==> src/rtl/irq_pkg.sv <==
package irq_pkg;
  localparam int N_SRC    = 3;
  localparam int EMI_BIT  = 0;
  localparam int EN_LSB   = 1;
  localparam int FLAG_LSB = EN_LSB + N_SRC;
  typedef logic [N_SRC-1:0] src_vec_t;
endpackage

==> src/rtl/irq_fall_detect.sv <==
module irq_fall_detect (
  input  logic clk,
  input  logic rst,
  input  logic line,
  output logic fall
);
  logic prev_q;

  always_ff @(posedge clk) begin
    if (rst) prev_q <= 1'b1;
    else     prev_q <= line;
  end

  assign fall = prev_q & ~line;
endmodule

==> src/rtl/irq_ctrl_regs.sv <==
module irq_ctrl_regs
  import irq_pkg::*;
#(
  parameter int DATA_W = 8
) (
  input  logic              clk,
  input  logic              rst,
  input  logic              wr_hit,
  input  logic [DATA_W-1:0] wdata,
  input  src_vec_t          hw_evt,
  input  logic              ack,
  input  src_vec_t          served,
  input  logic              reti,
  input  logic              ret,
  output logic              emi,
  output src_vec_t          en,
  output src_vec_t          flag
);
  always_ff @(posedge clk) begin
    if (rst)           emi <= 1'b0;
    else if (ack)      emi <= 1'b0;
    else if (reti)     emi <= 1'b1;
    else if (wr_hit)   emi <= wdata[EMI_BIT];
  end

  always_ff @(posedge clk) begin
    if (rst)         en <= '0;
    else if (wr_hit) en <= wdata[EN_LSB +: N_SRC];
  end

  for (genvar g = 0; g < N_SRC; g++) begin : g_flag
    always_ff @(posedge clk) begin
      if (rst)                    flag[g] <= 1'b0;
      else if (hw_evt[g])         flag[g] <= 1'b1;
      else if (ack && served[g])  flag[g] <= 1'b0;
      else if (wr_hit)            flag[g] <= wdata[FLAG_LSB + g];
    end

    // an event always leaves its flag set
    a_r11_event_sets_flag: assert property (@(posedge clk) disable iff (rst)
      hw_evt[g] |=> flag[g]);
  end

  a_r8_ack_clears_emi: assert property (@(posedge clk) disable iff (rst)
    ack |=> !emi);

  a_r9_reti_sets_emi: assert property (@(posedge clk) disable iff (rst)
    (reti && !ack) |=> emi);

  a_r9_ret_keeps_emi: assert property (@(posedge clk) disable iff (rst)
    (ret && !reti && !ack && !wr_hit) |=> (emi == $past(emi)));
endmodule

==> src/rtl/irq_arbiter.sv <==
module irq_arbiter
  import irq_pkg::*;
#(
  parameter int VEC_W      = 8,
  parameter int VEC_BASE   = 4,
  parameter int VEC_STRIDE = 4
) (
  input  logic             clk,
  input  logic             rst,
  input  logic             emi,
  input  src_vec_t         en,
  input  src_vec_t         flag,
  input  logic             stack_full,
  input  logic             ack,
  output logic             irq_req,
  output logic [VEC_W-1:0] irq_vec,
  output src_vec_t         served
);
  src_vec_t         pend;
  src_vec_t         grant;
  logic             any;
  logic [VEC_W-1:0] vec_d;

  assign pend = flag & en;

  always_comb begin
    grant = '0;
    any   = 1'b0;
    vec_d = '0;
    for (int i = 0; i < N_SRC; i++) begin
      if (pend[i] && !any) begin
        grant[i] = 1'b1;
        any      = 1'b1;
        vec_d    = VEC_W'(VEC_BASE + i * VEC_STRIDE);
      end
    end
  end

  always_ff @(posedge clk) begin
    if (rst) begin
      irq_req <= 1'b0;
      irq_vec <= '0;
      served  <= '0;
    end else begin
      irq_req <= emi & any & ~stack_full & ~ack;
      irq_vec <= vec_d;
      served  <= grant;
    end
  end

  a_r7_stack_hold: assert property (@(posedge clk) disable iff (rst)
    stack_full |=> !irq_req);

  a_r8_no_req_after_ack: assert property (@(posedge clk) disable iff (rst)
    ack |=> !irq_req);

  a_r5_vec_valid: assert property (@(posedge clk) disable iff (rst)
    irq_req |-> (irq_vec != '0));

  a_r6_single_grant: assert property (@(posedge clk) disable iff (rst)
    $onehot0(served));
endmodule

==> src/rtl/irq_vec_ctrl.sv <==
module irq_vec_ctrl
  import irq_pkg::*;
#(
  parameter int          ADDR_W     = 8,
  parameter int          DATA_W     = 8,
  parameter logic [7:0]  CTRL_ADDR  = 8'h0B,
  parameter int          VEC_W      = 8,
  parameter int          VEC_BASE   = 4,
  parameter int          VEC_STRIDE = 4
) (
  input  logic              clk,
  input  logic              rst,
  input  logic [ADDR_W-1:0] reg_addr,
  input  logic              reg_wr,
  input  logic [DATA_W-1:0] reg_wdata,
  output logic [DATA_W-1:0] reg_rdata,
  input  logic              ext_line,
  input  logic              tmr0_ovf,
  input  logic              tmr1_ovf,
  input  logic              stack_full,
  output logic              irq_req,
  output logic [VEC_W-1:0]  irq_vec,
  input  logic              irq_ack,
  input  logic              ret_strobe,
  input  logic              reti_strobe,
  output logic              wake
);
  logic     addr_hit;
  logic     wr_hit;
  logic     ext_fall;
  src_vec_t hw_evt;
  src_vec_t served;
  src_vec_t en;
  src_vec_t flag;
  logic     emi;

  assign addr_hit = (reg_addr == ADDR_W'(CTRL_ADDR));
  assign wr_hit   = reg_wr & addr_hit;
  assign hw_evt   = {tmr1_ovf, tmr0_ovf, ext_fall};

  irq_fall_detect u_fall (
    .clk  (clk),
    .rst  (rst),
    .line (ext_line),
    .fall (ext_fall)
  );

  irq_ctrl_regs #(.DATA_W(DATA_W)) u_regs (
    .clk    (clk),
    .rst    (rst),
    .wr_hit (wr_hit),
    .wdata  (reg_wdata),
    .hw_evt (hw_evt),
    .ack    (irq_ack),
    .served (served),
    .reti   (reti_strobe),
    .ret    (ret_strobe),
    .emi    (emi),
    .en     (en),
    .flag   (flag)
  );

  irq_arbiter #(
    .VEC_W      (VEC_W),
    .VEC_BASE   (VEC_BASE),
    .VEC_STRIDE (VEC_STRIDE)
  ) u_arb (
    .clk        (clk),
    .rst        (rst),
    .emi        (emi),
    .en         (en),
    .flag       (flag),
    .stack_full (stack_full),
    .ack        (irq_ack),
    .irq_req    (irq_req),
    .irq_vec    (irq_vec),
    .served     (served)
  );

  always_comb begin
    reg_rdata = '0;
    if (addr_hit) begin
      reg_rdata[EMI_BIT]             = emi;
      reg_rdata[EN_LSB +: N_SRC]     = en;
      reg_rdata[FLAG_LSB +: N_SRC]   = flag;
    end
  end

  assign wake = |(flag & en);

  a_r1_bit7_zero: assert property (@(posedge clk) disable iff (rst)
    reg_rdata[7] == 1'b0);
endmodule

==> config.mk <==
export PLATFORM = sky130hd
export DESIGN_NAME = irq_vec_ctrl
export DESIGN_NICKNAME = d
export VERILOG_FILES = /design/src/rtl/irq_pkg.sv /design/src/rtl/irq_fall_detect.sv /design/src/rtl/irq_ctrl_regs.sv /design/src/rtl/irq_arbiter.sv /design/src/rtl/irq_vec_ctrl.sv
export SDC_FILE = /design/constraint.sdc
export NUM_CORES = 1
export LEC_CHECK = 0
export ABC_CLOCK_PERIOD_IN_PS = 2400
export CAP_MARGIN = 20
export CORE_MARGIN = 5
export CORE_UTILIZATION = 37
export CTS_BUF_LIST = sky130_fd_sc_hd__clkbuf_4
export DETAILED_ROUTE_END_ITERATION = 7
export GPL_ROUTABILITY_DRIVEN = 0
export HOLD_SLACK_MARGIN = 0.02
export MAX_ROUTING_LAYER = met4
export PLACE_DENSITY = 0.85
export SYNTH_ARGS = -nofsm -noshare
export SYNTH_HDL_FRONTEND = slang
export SYNTH_SLANG_ARGS = --single-unit
==> constraint.sdc <==
create_clock -name clk -period 2.4 [get_ports clk]
set_clock_uncertainty 0.15 [all_clocks]
set_input_delay 0.6 -clock clk [delete_from_list [all_inputs] [get_ports clk]]
set_output_delay 0.6 -clock clk [all_outputs]
set_load 0.02 [all_outputs]
Word level (Yosys, flattened, before mapping). Index checks and enable logic that the tools add are counted.

Logic and storage cells: 54. Bits in registers: 20. Latch bits: 0. Output and inout bits: 18. Memory bits (writable): 0. Bits of input ports: 26. Bits in read-only memories: 0. Memories kept: 0.

Magnitude comparators: 0. Mux-type cells: 20. Equality and inequality tests: 1. Reductions and logical operators: 14. Multipliers: 0. Divide/modulo/power cells: 0. Shift operators: 0. Add/sub/neg operators: 0. Bitwise operators: 9.

Operator list (count): 1-bit two-way mux (16); 3-bit nonzero test (3); 8-bit by 4-bit equality test with 1-bit output, second input constant (1); 4-bit two-way mux (2); 7-bit two-way mux (1); 3-bit OR reduction (2); 1-bit AND (5); 1-bit logical AND (5); 3-bit AND (1); 3-bit two-way mux (1); 1-bit inverter (3); 1-bit logical NOT (2); 2-bit nonzero test (1); 2-bit OR reduction (1).

Depth between registers and ports, before layout. Gate-level depths: netlist of run 1.

Word-level depth: 11. Mapped depth: 4. Depth with buffers taken out: 3.

Cells and area by module. A second synthesis of run 1 with hierarchy kept.

Cells, all modules: 81. Area total of the unflattened synthesis: 749.5 um^2.

By module, submodules not included: irq_ctrl_regs (times used 1, sequential area each 140.1 um^2, area an instance 301.5 um^2, cells an instance 29); irq_arbiter (times used 1, sequential area each 120.1 um^2, area an instance 230.2 um^2, cells an instance 25); irq_vec_ctrl (times used 1, sequential area each 0.0 um^2, area an instance 182.7 um^2, cells an instance 24); irq_fall_detect (times used 1, sequential area each 20.0 um^2, area an instance 35.0 um^2, cells an instance 3).

Worst setup path before layout of run 1. Ideal clock, no wire load.

Path type: input to output. Start: in reg_addr[7]. End: out reg_rdata[0]. Data arrival time: 1.525 ns. Setup slack: 0.125 ns. Required time: 1.650 ns. Path buffers: 1. Stages on the path: 3. Path through: nor4_1 clkbuf_1 and3_1.

Cells in the longest elaborated chain, start to end: 2.

RTL lines: from (decl) (RTL line irq_vec_ctrl.sv:13) `input logic [ADDR_W-1:0] reg_addr,`; 8-bit by 4-bit equality test with 1-bit output (RTL line irq_vec_ctrl.sv:37) `assign addr_hit = (reg_addr == ADDR_W'(CTRL_ADDR));`; 7-bit two-way mux (RTL line irq_vec_ctrl.sv:82) `if (addr_hit) begin`; to (decl) (RTL line irq_vec_ctrl.sv:16) `output logic [DATA_W-1:0] reg_rdata,`.

Every way passes these cells.

Worst setup path in the final report of run 1. Ends and elaborated chain as after synthesis.

==> out/qor.yml, run 1 <==
power.switching_uw: 125
dieArea_um2: 2800
ios: 44
grt_pass1_wl_um: 3460
antenna_cells: 0
path_clk_slew_ns: 0.08
finalPower_uw: 469
hp-start: "u_regs.en[2]"
cts_buffer_depth: 2
cp.arrival_ns: 1.64
fin_tns_setup_ns: 0
finalCritPeriodShare: 0.995
drt_iter0_drc: 12
syn_area_um2: 682
synth_area_leader_cell: "dfxtp_1"
p_int_uw: 344
ys_top_cells_by_area: "dfxtp_1 41%, buf_4 7.7%, and3_1 6.4%"
ys_warn_count: 0
p_clk_frac: 0.295
route.detailed.wl_per_inst_um: 15.7
die_y_um: 52.9
ys_types: 25
die_w_um: 52.9
drc: 0
criticalPathCategory: "in -> out"
worstRegToRegCells: 3
synth_top_area_share: 0.411
cts_made_buffers: 3
setup-violations-final: 0
hold_path.class: "reg -> reg"
fillCellCount: 151
nets: 150
dr.pass1.iters: 4
worst_hold_slack_ns: 0.363
worstPathRequired_ns: 1.65
drv_slew: 0
status: "completed"
overflow: 0
grt_max_degree: 14
synthCells: 79
drv_cap: 0
worstReg2RegEnd: "u_arb.irq_req"
period_minus_slack_ns: 2.39
fmax_ghz: 0.419
initial_core_util: 0.391
vias: 823
start_kind: "input port"
core_area_um2: 1750
swShare: 0.267
area_growth_pct: 70.3
critPathMaxFanout: 3
power_leakage_uw: 0.000491
worstSkewPairLatency_ns: 0.28
antenna_found_initial: 0
synth.avg_cell_area_um2: 8.63
synth_seq_cells: 14
p_seq_frac: 0.524
hold_depth: 2
clock-sinks: 14
synth-seq-area-share: 0.411
gr-usage-all-layers: 0.177
hold_viol_final: 0
rr_startpoint: "u_regs.flag[1]"
htreeDepth: 1
cts_tree: "built"
r2r_slack_ns: 1.30
drt_wl_total_um: 2330
cts_root_buf: "clkbuf_4"
portBuffers: 34
worstHoldEndpoint: "u_arb.served[2]"
grt_pass1_vias: 782
power.density_nw_per_um2: 404
viasPerCell: 5.56
rows: 15
ir_drop_mv: 0.215
endpoint_kind: "output pin"
drive_above_1_share: 0.252
final_antenna_net_count: 0
combinationalPowerShare: 0.180
dp_hpwl_um: 1460
-- per-layer routing --
metal / up-vias / share of wire / GRT usage / wire, um
li1: 377 / - / - / -
met1: 376 / 0.40 / 0.192 / 920
met2: 61 / 0.47 / 0.283 / 1100
met3: 9 / 0.097 / 0.0479 / 226
met4: 0 / 0.032 / 0.115 / 74
met5: - / 0 / - / 0
-- sequential cells by signal, indices dropped and copies added, names as in the netlist --
name / flops
u_arb.served: 3
u_arb.irq_req: 1
u_regs.flag: 3
u_regs.emi: 1
u_regs.en: 3
u_fall.prev_q: 1
u_arb.irq_vec: 2
-- cell families (layout without fill, tap and decap cells) --
group / Yosys count / count (layout) / share of synthesized area
flip-flops: 14 / 14 / 0.411
other: 1 / 7 / 0.00550
AO/OA/AOI/OAI: 19 / 19 / 0.213
AND/OR/NAND/NOR: 30 / 31 / 0.248
buffers and inverters: 15 / 52 / 0.123
-- metrics by stage --
stage	setup WS (ns)	utilization	std cells	area, um2
2_1_floorplan	0.125	-	85	704
5_1_grt	-0.0137	0.665	148	1160
3_3_place_gp	-0.617	0.594	137	1040
6_report	0.0116	0.665	148	1160
3_5_place_dp	-0.648	0.594	137	1040
4_1_cts	0.0142	0.654	148	1140
-- worst max path at each step --
stage	startpoint	to	slack, ns
after global routing	reg_addr[7]	reg_rdata[0]	-0.01
after CTS	reg_addr[4]	reg_rdata[1]	0.01
final	reg_addr[7]	reg_rdata[0]	0.01
after floorplan	reg_addr[7]	reg_rdata[0]	0.13
after detailed placement	reg_addr[1]	reg_rdata[6]	-0.65
after global placement	reg_addr[1]	reg_rdata[6]	-0.62
-- cell usage in the layout (no fill, tap or decap), drive strengths merged, types with 4 or more instances in the layout --
cell type | synthesis | final
clkdlybuf4s50 | 0 | 19
buf | 8 | 17
dfxtp | 14 | 14
a21oi | 7 | 7
conb | 1 | 7
and3 | 7 | 7
nand2 | 6 | 6
dlygate4sd2 | 0 | 6
nor2 | 5 | 5
inv | 4 | 4
-- cell type report --
type / count / area (um2) / share of cell area
clock buffers: 3 / 22.5 / 0.0194
clock inverters: 1 / 3.75 / 0.00323
inverters: 4 / 15.0 / 0.0129
multi-input cells: 57 / 398 / 0.343
flip-flops and latches: 14 / 280 / 0.241
well taps: 25 / 31.3 / 0.0269
repair buffers: 44 / 410 / 0.353
-- what timing repair did --
action	4_1_cts	5_1_grt
resized for setup	57	5
hold buffers	0	0
pin swaps	2	1
cloned	2	0
buffers inserted	5	0
hold endpoints to repair	0	0
endpoints found under the setup margin	7	7
-- cell usage after synthesis --
master and n:
a21oi_1 7, a22oi_1 1, a311o_1 1, and3_1 7
and4b_1 2, buf_2 1, buf_4 7, clkbuf_1 3
conb_1 1, dfxtp_1 14, inv_1 4, nand2_1 6
nand2b_1 1, nand3_1 2, nand4_1 3, nand4b_1 1
nor2_1 5, nor4_1 1, o221ai_1 3, o311a_1 1
o311ai_1 2, o311ai_2 1, o31ai_1 3, or2_2 1
or4_1 1
-- power groups by stage --
stage               combinational [uW]  clock [uW]  sequential [uW]
finish                            84.4         138              246
global route                      90.3         149              246
CTS                               79.8         136              245
detailed placement                77.7           0              250
global placement                  76.1           0              250
floorplan                         40.5           0              248
-- critical path: stages --
cell             delay [ns]
clkdlybuf4s15_1        0.20
nor4_4                 0.29
buf_2                  0.19
and3_1                 0.20
buf_4                  0.15
(Power assumes the default switching activity.)
==> run 2: changes to the inputs <==
- CORE_UTILIZATION: 37 -> 35
- CTS_BUF_LIST: sky130_fd_sc_hd__clkbuf_4 -> not set
- PLACE_DENSITY: 0.85 -> 0.81
==> run 2 against run 1 <==
Clock power decreased by 8%. Non-clock buffer count fell by 5. Largest power group unchanged. Highest routed layer unchanged. Fmax grew 4.1%.
==> out/qor.yml, run 2 (synthesis results as in run 1) <==
grt_pass1_wl_um: 2970  # was 3460 um
reg.largest.list: "u_arb.served (3), u_regs.en (3), u_regs.flag (3)"  # unchanged
htreeDepth: 1  # unchanged
drt_wl_total_um: 1980  # was 2330 um
antenna_found_initial: 0  # unchanged
hold_viol_final: 0  # unchanged
final_common_cell: "clkdlybuf4s50_1"  # unchanged
cp-endpoint: "reg_rdata[4]"  # was reg_rdata[0]
cts_buffer_depth: 2  # unchanged
worstPathRequired_ns: 1.65  # about the same
setup_slack_ns: 0.106  # was 0.0116 ns
power.density_nw_per_um2: 407  # was 404 nW/um2
path_clk_slew_ns: 0.07  # was 0.08 ns
die_y_um: 54.1  # was 52.9 um
worstRegToRegCells: 3  # unchanged
initial_core_util: 0.359  # was 0.391
startpoint: "reg_addr[7]"  # unchanged
drt_iter0_drc: 22  # was 12
criticalPathCategory: "in -> out"  # unchanged
cts_made_buffers: 3  # unchanged
rows: 16  # was 15
start_kind: "input port"  # unchanged
dieArea_um2: 2930  # was 2800 um2
cts_tree: "built"  # unchanged
antenna_cells: 0  # unchanged
die_w_um: 54.1  # was 52.9 um
layout_common_cells: "19 x clkdlybuf4s50_1, 14 x dfxtp_1, 7 x a21oi_1, 7 x conb_1, 7 x buf_4"  # was 19 x clkdlybuf4s50_1, 14 x dfxtp_1, 10 x buf_4
period_minus_slack_ns: 2.29  # was 2.39 ns
critPathTopFamily: "buffers and inverters"  # unchanged
portBuffers: 34  # unchanged
endpoint_kind: "output pin"  # unchanged
cp_slowest_cell: "nor4_2"  # was nor4_4
core_area_um2: 1900  # was 1750 um2
hold_buffers: 0  # unchanged
cp.arrival_ns: 1.54  # was 1.64 ns
finalCritPeriodShare: 0.956  # was 0.995
dr.pass1.iters: 4  # unchanged
drv_cap: 0  # unchanged
crit_buf_inv: 3  # unchanged
slowest_delay_ns: 0.26  # was 0.29 ns
worstSkewPairLatency_ns: 0.28  # about the same
fillCellCount: 178  # was 151
nets: 145  # was 150
critPathMaxFanout: 8  # was 3
hold_path.class: "reg -> reg"  # unchanged
dp_hpwl_um: 1480  # was 1460 um
finalNonFillerCells: 144  # was 148
vias: 769  # was 823
worst_hold_slack_ns: 0.350  # was 0.363 ns
placed_area_um2: 1040  # about the same
final_antenna_net_count: 0  # unchanged
viasPerCell: 5.34  # was 5.56
worstReg2RegEnd: "u_arb.irq_req"  # unchanged
cts_root_buf: "clkbuf_4"  # unchanged
overflow: 0  # unchanged
dr_wl_met3_um: 233  # was 226 um
preCtsSetupSlack_ns: -0.614  # was -0.648 ns
setup-violations-final: 0  # unchanged
gr-usage-all-layers: 0.143  # was 0.177
grt_max_degree: 14  # unchanged
ir_drop_mv: 0.180  # was 0.215 mV
grt_pass1_vias: 717  # was 782
dr_wl_met2_um: 940  # was 1100 um
drv_slew: 0  # unchanged
path_cells: "clkdlybuf4s15_1 -> nor4_2 -> buf_4 -> and3_4 -> buf_6"  # was clkdlybuf4s15_1 -> nor4_4 -> buf_2 -> and3_1 -> buf_4
r2r_slack_ns: 1.28  # was 1.30 ns
drc: 0  # unchanged
finalInstanceArea_um2: 1110  # was 1160 um2
crit_cells: 5  # unchanged
rr_startpoint: "u_regs.flag[1]"  # unchanged
top_layer: "met4"  # unchanged
rsz0062_at_grt: "false"
power_leakage_uw: 0.000463  # was 0.000491 uW
drive_above_1_share: 0.205  # was 0.252
met1_length_um: 784  # was 920 um
clock-sinks: 14  # unchanged
route.detailed.wl_per_inst_um: 13.8  # was 15.7 um
ios: 44  # unchanged
fmax_ghz: 0.436  # was 0.419 GHz
status: "completed"  # unchanged
area_growth_pct: 62.2  # was 70.3%
dp.cells: 139  # was 137
run 2: worst min path at each step:
stage / start / endpoint / slack [ns] / cells past startpoint
final: u_regs.en[0] / u_regs.en[0] / 0.35 / 2
after global routing: u_regs.en[0] / u_regs.en[0] / 0.38 / 2
after CTS: u_regs.en[0] / u_regs.en[0] / 0.34 / 2
after detailed placement: u_regs.en[0] / u_regs.en[0] / 0.33 / 2
after global placement: u_regs.en[0] / u_regs.en[0] / 0.33 / 2
after floorplan: u_regs.en[0] / u_regs.en[0] / 0.31 / 2
run 2: worst reg2reg max path, stage by stage, from the launching register on:
cell,delay (ns)
dfxtp_1,0.34
a22oi_1,0.24
nand2_1,0.10
and4b_1,0.18
run 2: area by class of cell:
cell class / count / area (um2) / share of cell area
multi-input cells: 57 / 383 / 0.346
repair buffers: 39 / 372 / 0.336
flip-flops and latches: 14 / 280 / 0.253
well taps: 27 / 33.8 / 0.0305
clock buffers: 3 / 22.5 / 0.0204
inverters: 4 / 15.0 / 0.0136
run 2: power by group:
group	switching [uW]	internal (uW)	leakage (uW)
logic	37.4	41.6	0.000335
clock network	68.8	58.3	0.0000138
registers	5.86	239	0.000114
run 2: per-layer routing:
metal  global-route usage  up-vias
li1                     -      360
met3               0.0388        3
met2                0.225       47
met1                0.170      359
met5                    -        -
met4               0.0622        0
run 2: through the flow:
step | util | total power [uW] | TNS [ns]
after detailed placement | 0.547 | 328 | -4.37
final | 0.582 | 451 | 0
after global routing | 0.582 | 472 | 0
after global placement | 0.547 | 326 | -4.19
after floorplan | - | 288 | 0
after CTS | 0.568 | 450 | 0
run 2: repair_timing:
action	4_1_cts	5_1_grt
pin swaps	2	1
buffers inserted	1	0
gates cloned	1	0
endpoints found under the setup margin	7	7
gates resized for setup	50	7
